**config.mk**
```make
export PLATFORM = sky130hd
export DESIGN_NAME = ctl_ep_responder
export DESIGN_NICKNAME = d
export VERILOG_FILES = /design/src/rtl/ctl_ep_pkg.sv /design/src/rtl/ctl_ep_regs.sv /design/src/rtl/ctl_ep_rx_judge.sv /design/src/rtl/ctl_ep_fsm.sv /design/src/rtl/ctl_ep_responder.sv
export SDC_FILE = /design/constraint.sdc
export NUM_CORES = 1
export LEC_CHECK = 0
export ABC_AREA = 1
export BUFFER_PORTS_ARGS = -buffer_cell sky130_fd_sc_hd__buf_4
export CAP_MARGIN = 20
export CELL_PAD_IN_SITES_DETAIL_PLACEMENT = 1
export CELL_PAD_IN_SITES_GLOBAL_PLACEMENT = 2
export CORE_MARGIN = 4
export CORE_UTILIZATION = 22
export CTS_CLUSTER_SIZE = 14
export DETAILED_ROUTE_END_ITERATION = 16
export GPL_TIMING_DRIVEN = 1
export PLACE_DENSITY = 0.85
export SYNTH_ARGS = -nofsm -noshare
export SYNTH_HDL_FRONTEND = slang
export SYNTH_SLANG_ARGS = --single-unit
```
**constraint.sdc**
```tcl
create_clock -name clk -period 1.15 [get_ports clk]
set_input_delay 0.23 -clock clk [delete_from_list [all_inputs] [get_ports clk]]
set_output_delay 0.23 -clock clk [all_outputs]
set_load 0.01 [all_outputs]
```
**src/rtl/ctl_ep_pkg.sv**
```systemverilog
package ctl_ep_pkg;

    typedef enum logic [1:0] {
        ST_DISABLED = 2'b00,
        ST_STALL    = 2'b01,
        ST_NAK      = 2'b10,
        ST_VALID    = 2'b11
    } ep_stat_e;

    typedef enum logic [1:0] {
        TK_OUT   = 2'b00,
        TK_IN    = 2'b01,
        TK_SETUP = 2'b10
    } tok_kind_e;

    typedef enum logic [1:0] {
        HS_ACK   = 2'b00,
        HS_NAK   = 2'b01,
        HS_STALL = 2'b10
    } hs_code_e;

    typedef enum logic [2:0] {
        S_IDLE,
        S_RX_WAIT,
        S_TX_SEND,
        S_TX_WAIT,
        S_REPLY
    } xact_state_e;

    // direction index: 0 transmit, 1 receive
    localparam int NUM_DIR  = 2;
    localparam int STAT_W   = 2;
    localparam int TOG_LSB  = NUM_DIR * STAT_W;
    localparam int KIND_BIT = TOG_LSB + NUM_DIR;
    localparam int CPL_LSB  = KIND_BIT + 1;
    localparam int SEEN_BIT = CPL_LSB + NUM_DIR;
    localparam int REG_W    = SEEN_BIT + 1;

    typedef struct packed {
        logic     setup_seen;
        logic     rx_cpl;
        logic     tx_cpl;
        logic     stat_out;
        logic     rx_tog;
        logic     tx_tog;
        ep_stat_e rx_stat;
        ep_stat_e tx_stat;
    } ep_view_t;

    typedef struct packed {
        logic     wr_tx_stat;
        ep_stat_e tx_stat;
        logic     wr_rx_stat;
        ep_stat_e rx_stat;
        logic     wr_tx_tog;
        logic     tx_tog;
        logic     wr_rx_tog;
        logic     rx_tog;
        logic     set_tx_cpl;
        logic     set_rx_cpl;
        logic     wr_seen;
        logic     seen_val;
    } hw_upd_t;

endpackage

```
**src/rtl/ctl_ep_regs.sv**
```systemverilog
module ctl_ep_regs
    import ctl_ep_pkg::*;
(
    input  logic             clk,
    input  logic             rst_n,
    input  logic             sw_we,
    input  logic [REG_W-1:0] sw_wdata,
    input  hw_upd_t          upd,
    output ep_view_t         view
);

    logic [NUM_DIR*STAT_W-1:0] stat_bus;
    logic [NUM_DIR-1:0]        tog_bus;
    logic [NUM_DIR-1:0]        cpl_bus;
    logic [NUM_DIR-1:0]        hw_st_wr;
    logic [NUM_DIR*STAT_W-1:0] hw_st_val;
    logic [NUM_DIR-1:0]        hw_tog_wr;
    logic [NUM_DIR-1:0]        hw_tog_val;
    logic [NUM_DIR-1:0]        hw_cpl_set;
    logic                      kind_q;
    logic                      seen_q;
    logic                      unused_seen_wr;

    assign hw_st_wr   = {upd.wr_rx_stat, upd.wr_tx_stat};
    assign hw_st_val  = {upd.rx_stat, upd.tx_stat};
    assign hw_tog_wr  = {upd.wr_rx_tog, upd.wr_tx_tog};
    assign hw_tog_val = {upd.rx_tog, upd.tx_tog};
    assign hw_cpl_set = {upd.set_rx_cpl, upd.set_tx_cpl};
    assign unused_seen_wr = sw_wdata[SEEN_BIT];

    for (genvar d = 0; d < NUM_DIR; d++) begin : g_dir
        logic [STAT_W-1:0] st_r;
        logic              tog_r;
        logic              cpl_r;

        always_ff @(posedge clk or negedge rst_n) begin
            if (!rst_n) begin
                st_r  <= '0;
                tog_r <= 1'b0;
                cpl_r <= 1'b0;
            end else begin
                // hardware update outranks a same-cycle software write
                if (hw_st_wr[d])
                    st_r <= hw_st_val[d*STAT_W +: STAT_W];
                else if (sw_we)
                    st_r <= sw_wdata[d*STAT_W +: STAT_W];

                if (hw_tog_wr[d])
                    tog_r <= hw_tog_val[d];
                else if (sw_we)
                    tog_r <= sw_wdata[TOG_LSB + d];

                if (hw_cpl_set[d])
                    cpl_r <= 1'b1;
                else if (sw_we && !sw_wdata[CPL_LSB + d])
                    cpl_r <= 1'b0;
            end
        end

        assign stat_bus[d*STAT_W +: STAT_W] = st_r;
        assign tog_bus[d] = tog_r;
        assign cpl_bus[d] = cpl_r;
    end

    always_ff @(posedge clk or negedge rst_n) begin
        if (!rst_n) begin
            kind_q <= 1'b0;
            seen_q <= 1'b0;
        end else begin
            if (sw_we)
                kind_q <= sw_wdata[KIND_BIT];
            if (upd.wr_seen)
                seen_q <= upd.seen_val;
        end
    end

    always_comb begin
        view.tx_stat    = ep_stat_e'(stat_bus[0 +: STAT_W]);
        view.rx_stat    = ep_stat_e'(stat_bus[STAT_W +: STAT_W]);
        view.tx_tog     = tog_bus[0];
        view.rx_tog     = tog_bus[1];
        view.stat_out   = kind_q;
        view.tx_cpl     = cpl_bus[0];
        view.rx_cpl     = cpl_bus[1];
        view.setup_seen = seen_q;
    end

endmodule

```
**src/rtl/ctl_ep_rx_judge.sv**
```systemverilog
module ctl_ep_rx_judge
    import ctl_ep_pkg::*;
#(
    parameter int CNT_W = 7
) (
    input  tok_kind_e        kind,
    input  ep_stat_e         rx_stat,
    input  logic             rx_tog,
    input  logic             rx_cpl,
    input  logic             stat_out,
    input  logic [CNT_W-1:0] rx_count,
    input  logic             rx_crc_ok,
    input  logic             rx_toggle,
    output logic             respond,
    output hs_code_e         code,
    output hw_upd_t          upd
);

    always_comb begin
        respond = 1'b0;
        code    = HS_ACK;
        upd     = '0;
        if (rx_crc_ok) begin
            if (kind == TK_SETUP) begin
                if (!rx_cpl) begin
                    respond        = 1'b1;
                    upd.wr_tx_tog  = 1'b1;
                    upd.tx_tog     = 1'b1;
                    upd.wr_rx_tog  = 1'b1;
                    upd.rx_tog     = 1'b0;
                    upd.wr_tx_stat = 1'b1;
                    upd.tx_stat    = ST_NAK;
                    upd.wr_rx_stat = 1'b1;
                    upd.rx_stat    = ST_NAK;
                    upd.set_rx_cpl = 1'b1;
                    upd.wr_seen    = 1'b1;
                    upd.seen_val   = 1'b1;
                end
            end else begin
                unique case (rx_stat)
                    ST_STALL: begin
                        respond = 1'b1;
                        code    = HS_STALL;
                    end
                    ST_NAK: begin
                        respond = 1'b1;
                        code    = HS_NAK;
                    end
                    ST_VALID: begin
                        respond = 1'b1;
                        if (stat_out && (rx_count != '0)) begin
                            code = HS_STALL;
                        end else if (rx_toggle == rx_tog) begin
                            upd.wr_rx_tog  = 1'b1;
                            upd.rx_tog     = ~rx_tog;
                            upd.set_rx_cpl = 1'b1;
                            upd.wr_seen    = 1'b1;
                            upd.seen_val   = 1'b0;
                            upd.wr_rx_stat = 1'b1;
                            upd.rx_stat    = ST_NAK;
                        end
                    end
                    default: ;
                endcase
            end
        end
    end

endmodule

```
**src/rtl/ctl_ep_fsm.sv**
```systemverilog
module ctl_ep_fsm
    import ctl_ep_pkg::*;
(
    input  logic       clk,
    input  logic       rst_n,
    input  logic       tok_valid,
    input  logic [1:0] tok_kind,
    input  logic       rx_done,
    input  logic       host_ack,
    input  ep_stat_e   tx_stat,
    input  logic       tx_tog,
    input  logic       rx_respond,
    input  hs_code_e   rx_code,
    input  hw_upd_t    rx_upd,
    output logic       hs_valid,
    output hs_code_e   hs_code,
    output logic       send_data,
    output hw_upd_t    upd,
    output tok_kind_e  kind_q
);

    xact_state_e state, nxt;
    hs_code_e    code_q, nxt_code;
    tok_kind_e   nxt_kind;

    always_ff @(posedge clk or negedge rst_n) begin
        if (!rst_n) begin
            state  <= S_IDLE;
            code_q <= HS_ACK;
            kind_q <= TK_OUT;
        end else begin
            state  <= nxt;
            code_q <= nxt_code;
            kind_q <= nxt_kind;
        end
    end

    always_comb begin
        nxt      = state;
        nxt_code = code_q;
        nxt_kind = kind_q;
        upd      = '0;
        if (tok_valid && state != S_REPLY) begin
            unique case (tok_kind)
                TK_OUT: begin
                    nxt_kind = TK_OUT;
                    nxt      = S_RX_WAIT;
                end
                TK_SETUP: begin
                    nxt_kind = TK_SETUP;
                    nxt      = S_RX_WAIT;
                end
                TK_IN: begin
                    nxt_kind = TK_IN;
                    unique case (tx_stat)
                        ST_VALID: nxt = S_TX_SEND;
                        ST_NAK: begin
                            nxt      = S_REPLY;
                            nxt_code = HS_NAK;
                        end
                        ST_STALL: begin
                            nxt      = S_REPLY;
                            nxt_code = HS_STALL;
                        end
                        default: nxt = S_IDLE;
                    endcase
                end
                default: nxt = S_IDLE;
            endcase
        end else begin
            unique case (state)
                S_IDLE: ;
                S_RX_WAIT: begin
                    if (rx_done) begin
                        upd      = rx_upd;
                        nxt_code = rx_code;
                        nxt      = rx_respond ? S_REPLY : S_IDLE;
                    end
                end
                S_TX_SEND: nxt = S_TX_WAIT;
                S_TX_WAIT: begin
                    if (host_ack) begin
                        upd.wr_tx_tog  = 1'b1;
                        upd.tx_tog     = ~tx_tog;
                        upd.set_tx_cpl = 1'b1;
                        upd.wr_tx_stat = 1'b1;
                        upd.tx_stat    = ST_NAK;
                        nxt            = S_IDLE;
                    end
                end
                S_REPLY: nxt = S_IDLE;
                default: nxt = S_IDLE;
            endcase
        end
    end

    always_comb begin
        hs_valid  = (state == S_REPLY);
        hs_code   = code_q;
        send_data = (state == S_TX_SEND);
    end

endmodule

```
**src/rtl/ctl_ep_responder.sv**
```systemverilog
module ctl_ep_responder
    import ctl_ep_pkg::*;
#(
    parameter int CNT_W = 7
) (
    input  logic             clk,
    input  logic             rst_n,
    input  logic             tok_valid,
    input  logic [1:0]       tok_kind,
    input  logic             rx_done,
    input  logic [CNT_W-1:0] rx_count,
    input  logic             rx_crc_ok,
    input  logic             rx_toggle,
    input  logic             host_ack,
    input  logic             sw_we,
    input  logic [REG_W-1:0] sw_wdata,
    output logic [REG_W-1:0] sw_rdata,
    output logic             hs_valid,
    output logic [1:0]       hs_code,
    output logic             send_data,
    output logic             tx_toggle,
    output logic             irq
);

    ep_view_t  view;
    hw_upd_t   upd;
    hw_upd_t   rx_upd;
    tok_kind_e kind_q;
    hs_code_e  rx_code;
    hs_code_e  hs_code_e_w;
    logic      rx_respond;

    ctl_ep_regs u_regs (
        .clk      (clk),
        .rst_n    (rst_n),
        .sw_we    (sw_we),
        .sw_wdata (sw_wdata),
        .upd      (upd),
        .view     (view)
    );

    ctl_ep_rx_judge #(.CNT_W(CNT_W)) u_judge (
        .kind      (kind_q),
        .rx_stat   (view.rx_stat),
        .rx_tog    (view.rx_tog),
        .rx_cpl    (view.rx_cpl),
        .stat_out  (view.stat_out),
        .rx_count  (rx_count),
        .rx_crc_ok (rx_crc_ok),
        .rx_toggle (rx_toggle),
        .respond   (rx_respond),
        .code      (rx_code),
        .upd       (rx_upd)
    );

    ctl_ep_fsm u_fsm (
        .clk        (clk),
        .rst_n      (rst_n),
        .tok_valid  (tok_valid),
        .tok_kind   (tok_kind),
        .rx_done    (rx_done),
        .host_ack   (host_ack),
        .tx_stat    (view.tx_stat),
        .tx_tog     (view.tx_tog),
        .rx_respond (rx_respond),
        .rx_code    (rx_code),
        .rx_upd     (rx_upd),
        .hs_valid   (hs_valid),
        .hs_code    (hs_code_e_w),
        .send_data  (send_data),
        .upd        (upd),
        .kind_q     (kind_q)
    );

    assign hs_code   = hs_code_e_w;
    assign sw_rdata  = view;
    assign tx_toggle = view.tx_tog;
    assign irq       = view.tx_cpl | view.rx_cpl;

endmodule

```
==> out/qor.txt <==
Outcome: finished with violations
Failing checks: setup timing
# H-tree levels: 1
GRT met3 Usage: 0.02523
Routing layer with the top usage in global route: met2
Endpoint class of the critical path: primary output
Number of remaining DRC errors: 0
Via total after detailed routing: 1,256
Final Hold Viols: 0
Num ports: 43
Post-route non-filler standard cell count: 297
Average vias per placed instance: 4.229
Clock tree from TritonCTS: built
Peak supply drop: 0.0003680 V
Cell types with the largest area share after synthesis: sky130_fd_sc_hd__dfrtp_1 39%, sky130_fd_sc_hd__nand2_1 15%, sky130_fd_sc_hd__inv_1 8.4%, sky130_fd_sc_hd__nor2_1 5.9%, sky130_fd_sc_hd__nand3_1 4.2%
PwrDens: 1037 nW/um^2
Leakage power total: 0.001024 uW
Overall power: 2033 uW
Share of cells above drive strength 1: 0.5043
Post-Route Setup TNS: -2.539 ns
F_max: 0.7330 GHz
Worst Setup Start Kind: flop
Predominant post-synthesis flop cell: sky130_fd_sc_hd__dfrtp_1
Global-route wire length before repair: 6134 um
Worst Skew: 0.007119 ns
Number of distinct library cells after synthesis: 22
Max capacitance violation total: 0
FF-to-FF path depth: 8
Number of instances in the synthesized netlist: 155
Seq/Total Area, Yosys: 0.3944
Clock insertion delay at the later pin of the skew report: 0.25 ns
Number of DRC markers after the initial detailed-route iteration: 22
Area share of the largest cell type after synthesis: 0.3944
Final critical delay including setup and external delays: 1.364 ns
GRT Total Usage: 0.1253
Nets in the synthesized netlist: 185
RSZ-0062 raised after global routing: true
Flop-to-flop setup slack: -0.19 ns
Post-synthesis async set-or-reset flop share: 1.000
Post-synth design cell area: 1079 sq um
Hold-critical path depth: 3
Core Box Area: 4723 sq um
Met1 GRT Util: 0.1481
Clock-pin slew on the worst setup and hold paths: 0.07 ns
Pin count of the biggest net entering global routing: 18
Number of global-route vias before repair: 1,393
Initial antenna violation count: 0
First-pass DRT Iterations: 3
Final worst slack: -0.2143 ns
Slew Viols, Final: 0
Required arrival time at the worst endpoint: 0.92 ns
Quantity of I/O buffers inserted on ports: 41
Height of the die: 78.02 um
Origin of the worst min-delay path: sw_wdata[3]
Met2 usage in global routing: 0.2277
Tightest Hold Check Type: input pin to flop
Cell type with the highest aggregate area in the netlist: sky130_fd_sc_hd__dfrtp_1
Final number of setup-violating endpoints: 19
Number of diodes added for antenna fixing: 0
Signal arrival time at the worst endpoint: 1.13 ns
Part of the cycle the worst path needs: 1.186
Top cells by instance count after synthesis: 44 x sky130_fd_sc_hd__nand2_1, 24 x sky130_fd_sc_hd__inv_1, 17 x sky130_fd_sc_hd__dfrtp_1, 17 x sky130_fd_sc_hd__nor2_1, 9 x sky130_fd_sc_hd__nand3_1
Reg2Reg Capture Point: u_fsm.kind_q[0]
Total clock buffers created by CTS: 3
Highest net fanout along the worst path: 4
Total Die Area: 6086 sq um
Mean instance size in the synthesized netlist: 6.958 sq um
Final Net Count: 261
Antenna Violating Nets Remaining: 0
Root cell of the clock tree: sky130_fd_sc_hd__clkbuf_8
Startpoint of the worst-slack reg-to-reg timing path: u_fsm.state[1]
Initial Utilization: 0.2283
Total number of clock tree sinks: 17
Most frequent cell after synthesis: sky130_fd_sc_hd__nand2_1
Final Wtd Congestion: 0.7507
Placed cell count: 278
Slew @ Worst Pin: 0.2936 ns
Die W: 78.02 um
Estimated wirelength of the detail-placed design: 2692 um
Worst hold endpoint: u_regs.g_dir[1].st_r[1]
Count of synthesis-stage warnings from yosys: 0
Crit Path Class: flop to primary output
Wirelength, routed: 3769 um
Number of flops mapped to enable cells by yosys: 0
Worst relative slew slack: 0.8022
Row Count: 25
Aggregate global routing overflow: 0
Average wire length per cell after detail routing: 12.69 um
Area added between synthesis and finish: 81.79%
Flops & latches, synth: 17
Buffer depth of the longest clock path: 2
cell families after synthesis:
logic type | count (synthesis) | synth area share
AO/OA/AOI/OAI | 17 | 0.08352
adder cells (fa/ha/maj) | 3 | 0.03481
buffers and inverters | 33 | 0.1369
flip-flops | 17 | 0.3944
multiplexers | 1 | 0.009281
AND/OR/NAND/NOR | 84 | 0.3411
critical path, stage by stage, from the launching register on:
cell and delay, ns:
sky130_fd_sc_hd__dfrtp_1 0.35, sky130_fd_sc_hd__inv_2 0.07, sky130_fd_sc_hd__buf_4 0.14, sky130_fd_sc_hd__nor3_4 0.20, sky130_fd_sc_hd__buf_6 0.13
final cells by class:
cell class | instances | area, sq um
fill | 582 | 2763
timing repair buffer | 78 | 668.1
multi-input combinational | 105 | 636.9
sequential | 17 | 427.9
inverter | 26 | 97.59
tap | 67 | 83.83
clock buffer | 3 | 41.29
clock inverter | 1 | 5.005
layout by cell type, fill, tap and decap left out, types with 2 or more instances in the layout:
cell type                  netlist  final
sky130_fd_sc_hd__buf_4           6     59
sky130_fd_sc_hd__nand2_1        44     38
sky130_fd_sc_hd__inv_1          24     17
sky130_fd_sc_hd__buf_6           0     16
sky130_fd_sc_hd__dfrtp_1        17     15
sky130_fd_sc_hd__nor2_1         17     14
sky130_fd_sc_hd__inv_2           2      9
sky130_fd_sc_hd__nand3_1         9      6
sky130_fd_sc_hd__nand2_2         0      6
sky130_fd_sc_hd__nand4_1         5      5
sky130_fd_sc_hd__o21ai_0         7      5
sky130_fd_sc_hd__nor2_4          0      5
sky130_fd_sc_hd__a21oi_1         7      4
sky130_fd_sc_hd__a21oi_2         0      3
sky130_fd_sc_hd__ha_1            3      3
sky130_fd_sc_hd__clkbuf_8        0      3
sky130_fd_sc_hd__nand3_4         0      2
sky130_fd_sc_hd__nor3_4          0      2
sky130_fd_sc_hd__nand3_2         1      2
sky130_fd_sc_hd__o21ai_1         1      2
sky130_fd_sc_hd__dfrtp_2         0      2
metal layers:
metal	routed length (um)	vias up
met3	170	4
met1	1643	589
met5	0	-
met4	46	0
met2	1908	29
li1	-	634
how the worst max path moves through the flow:
stage                       startpoint          endpoint  slack (ns)
6_report                u_fsm.state[1]         send_data       -0.21
4_1_cts                 u_fsm.state[1]         send_data       -0.20
5_1_grt                 u_fsm.state[1]   u_fsm.kind_q[0]       -0.26
3_3_place_gp               rx_count[0]     u_regs.seen_q       -0.13
3_5_place_dp            u_fsm.state[2]  u_fsm.hs_code[1]       -0.20
2_1_floorplan  u_regs.g_dir[0].st_r[0]  u_fsm.hs_code[1]       -0.07
report_power, final:
group / internal (uW) / switching (uW)
combinational: 441 / 390
sequential: 683 / 66.2
clock: 240 / 212
total: 1360 / 669
per-stage QoR:
| step | instance area (sq um) | hold slack (ns) | worst slack (ns) | utilization |
|---|---|---|---|---|
| 2_1_floorplan | 1081 | -0.06559 | -0.06876 | - |
| 3_3_place_gp | 1588 | 0.1148 | -0.1327 | 0.3362 |
| 3_5_place_dp | 1588 | 0.1162 | -0.1993 | 0.3362 |
| 4_1_cts | 1881 | 0.2037 | -0.1961 | 0.3981 |
| 5_1_grt | 1961 | 0.2298 | -0.2562 | 0.4151 |
| 6_report | 1961 | 0.1993 | -0.2143 | 0.4151 |
sequential cells by signal (all words and copies together), names as in the netlist:
signal	count
u_regs.g_dir.cpl_r	2
u_fsm.hs_code	2
u_regs.g_dir.tog_r	2
u_regs.g_dir.st_r	4
u_fsm.state	3
u_regs.seen_q	1
u_regs.kind_q	1
u_fsm.kind_q	2
what timing repair did:
action                                  CTS  global route
endpoints found under the setup margin   20            24
hold endpoints to repair                 17             0
buffers inserted                         10             7
pin swaps                                10             5
hold buffers                              1             0
resized for setup                        46            15
Power figures use the tool's default switching activity.
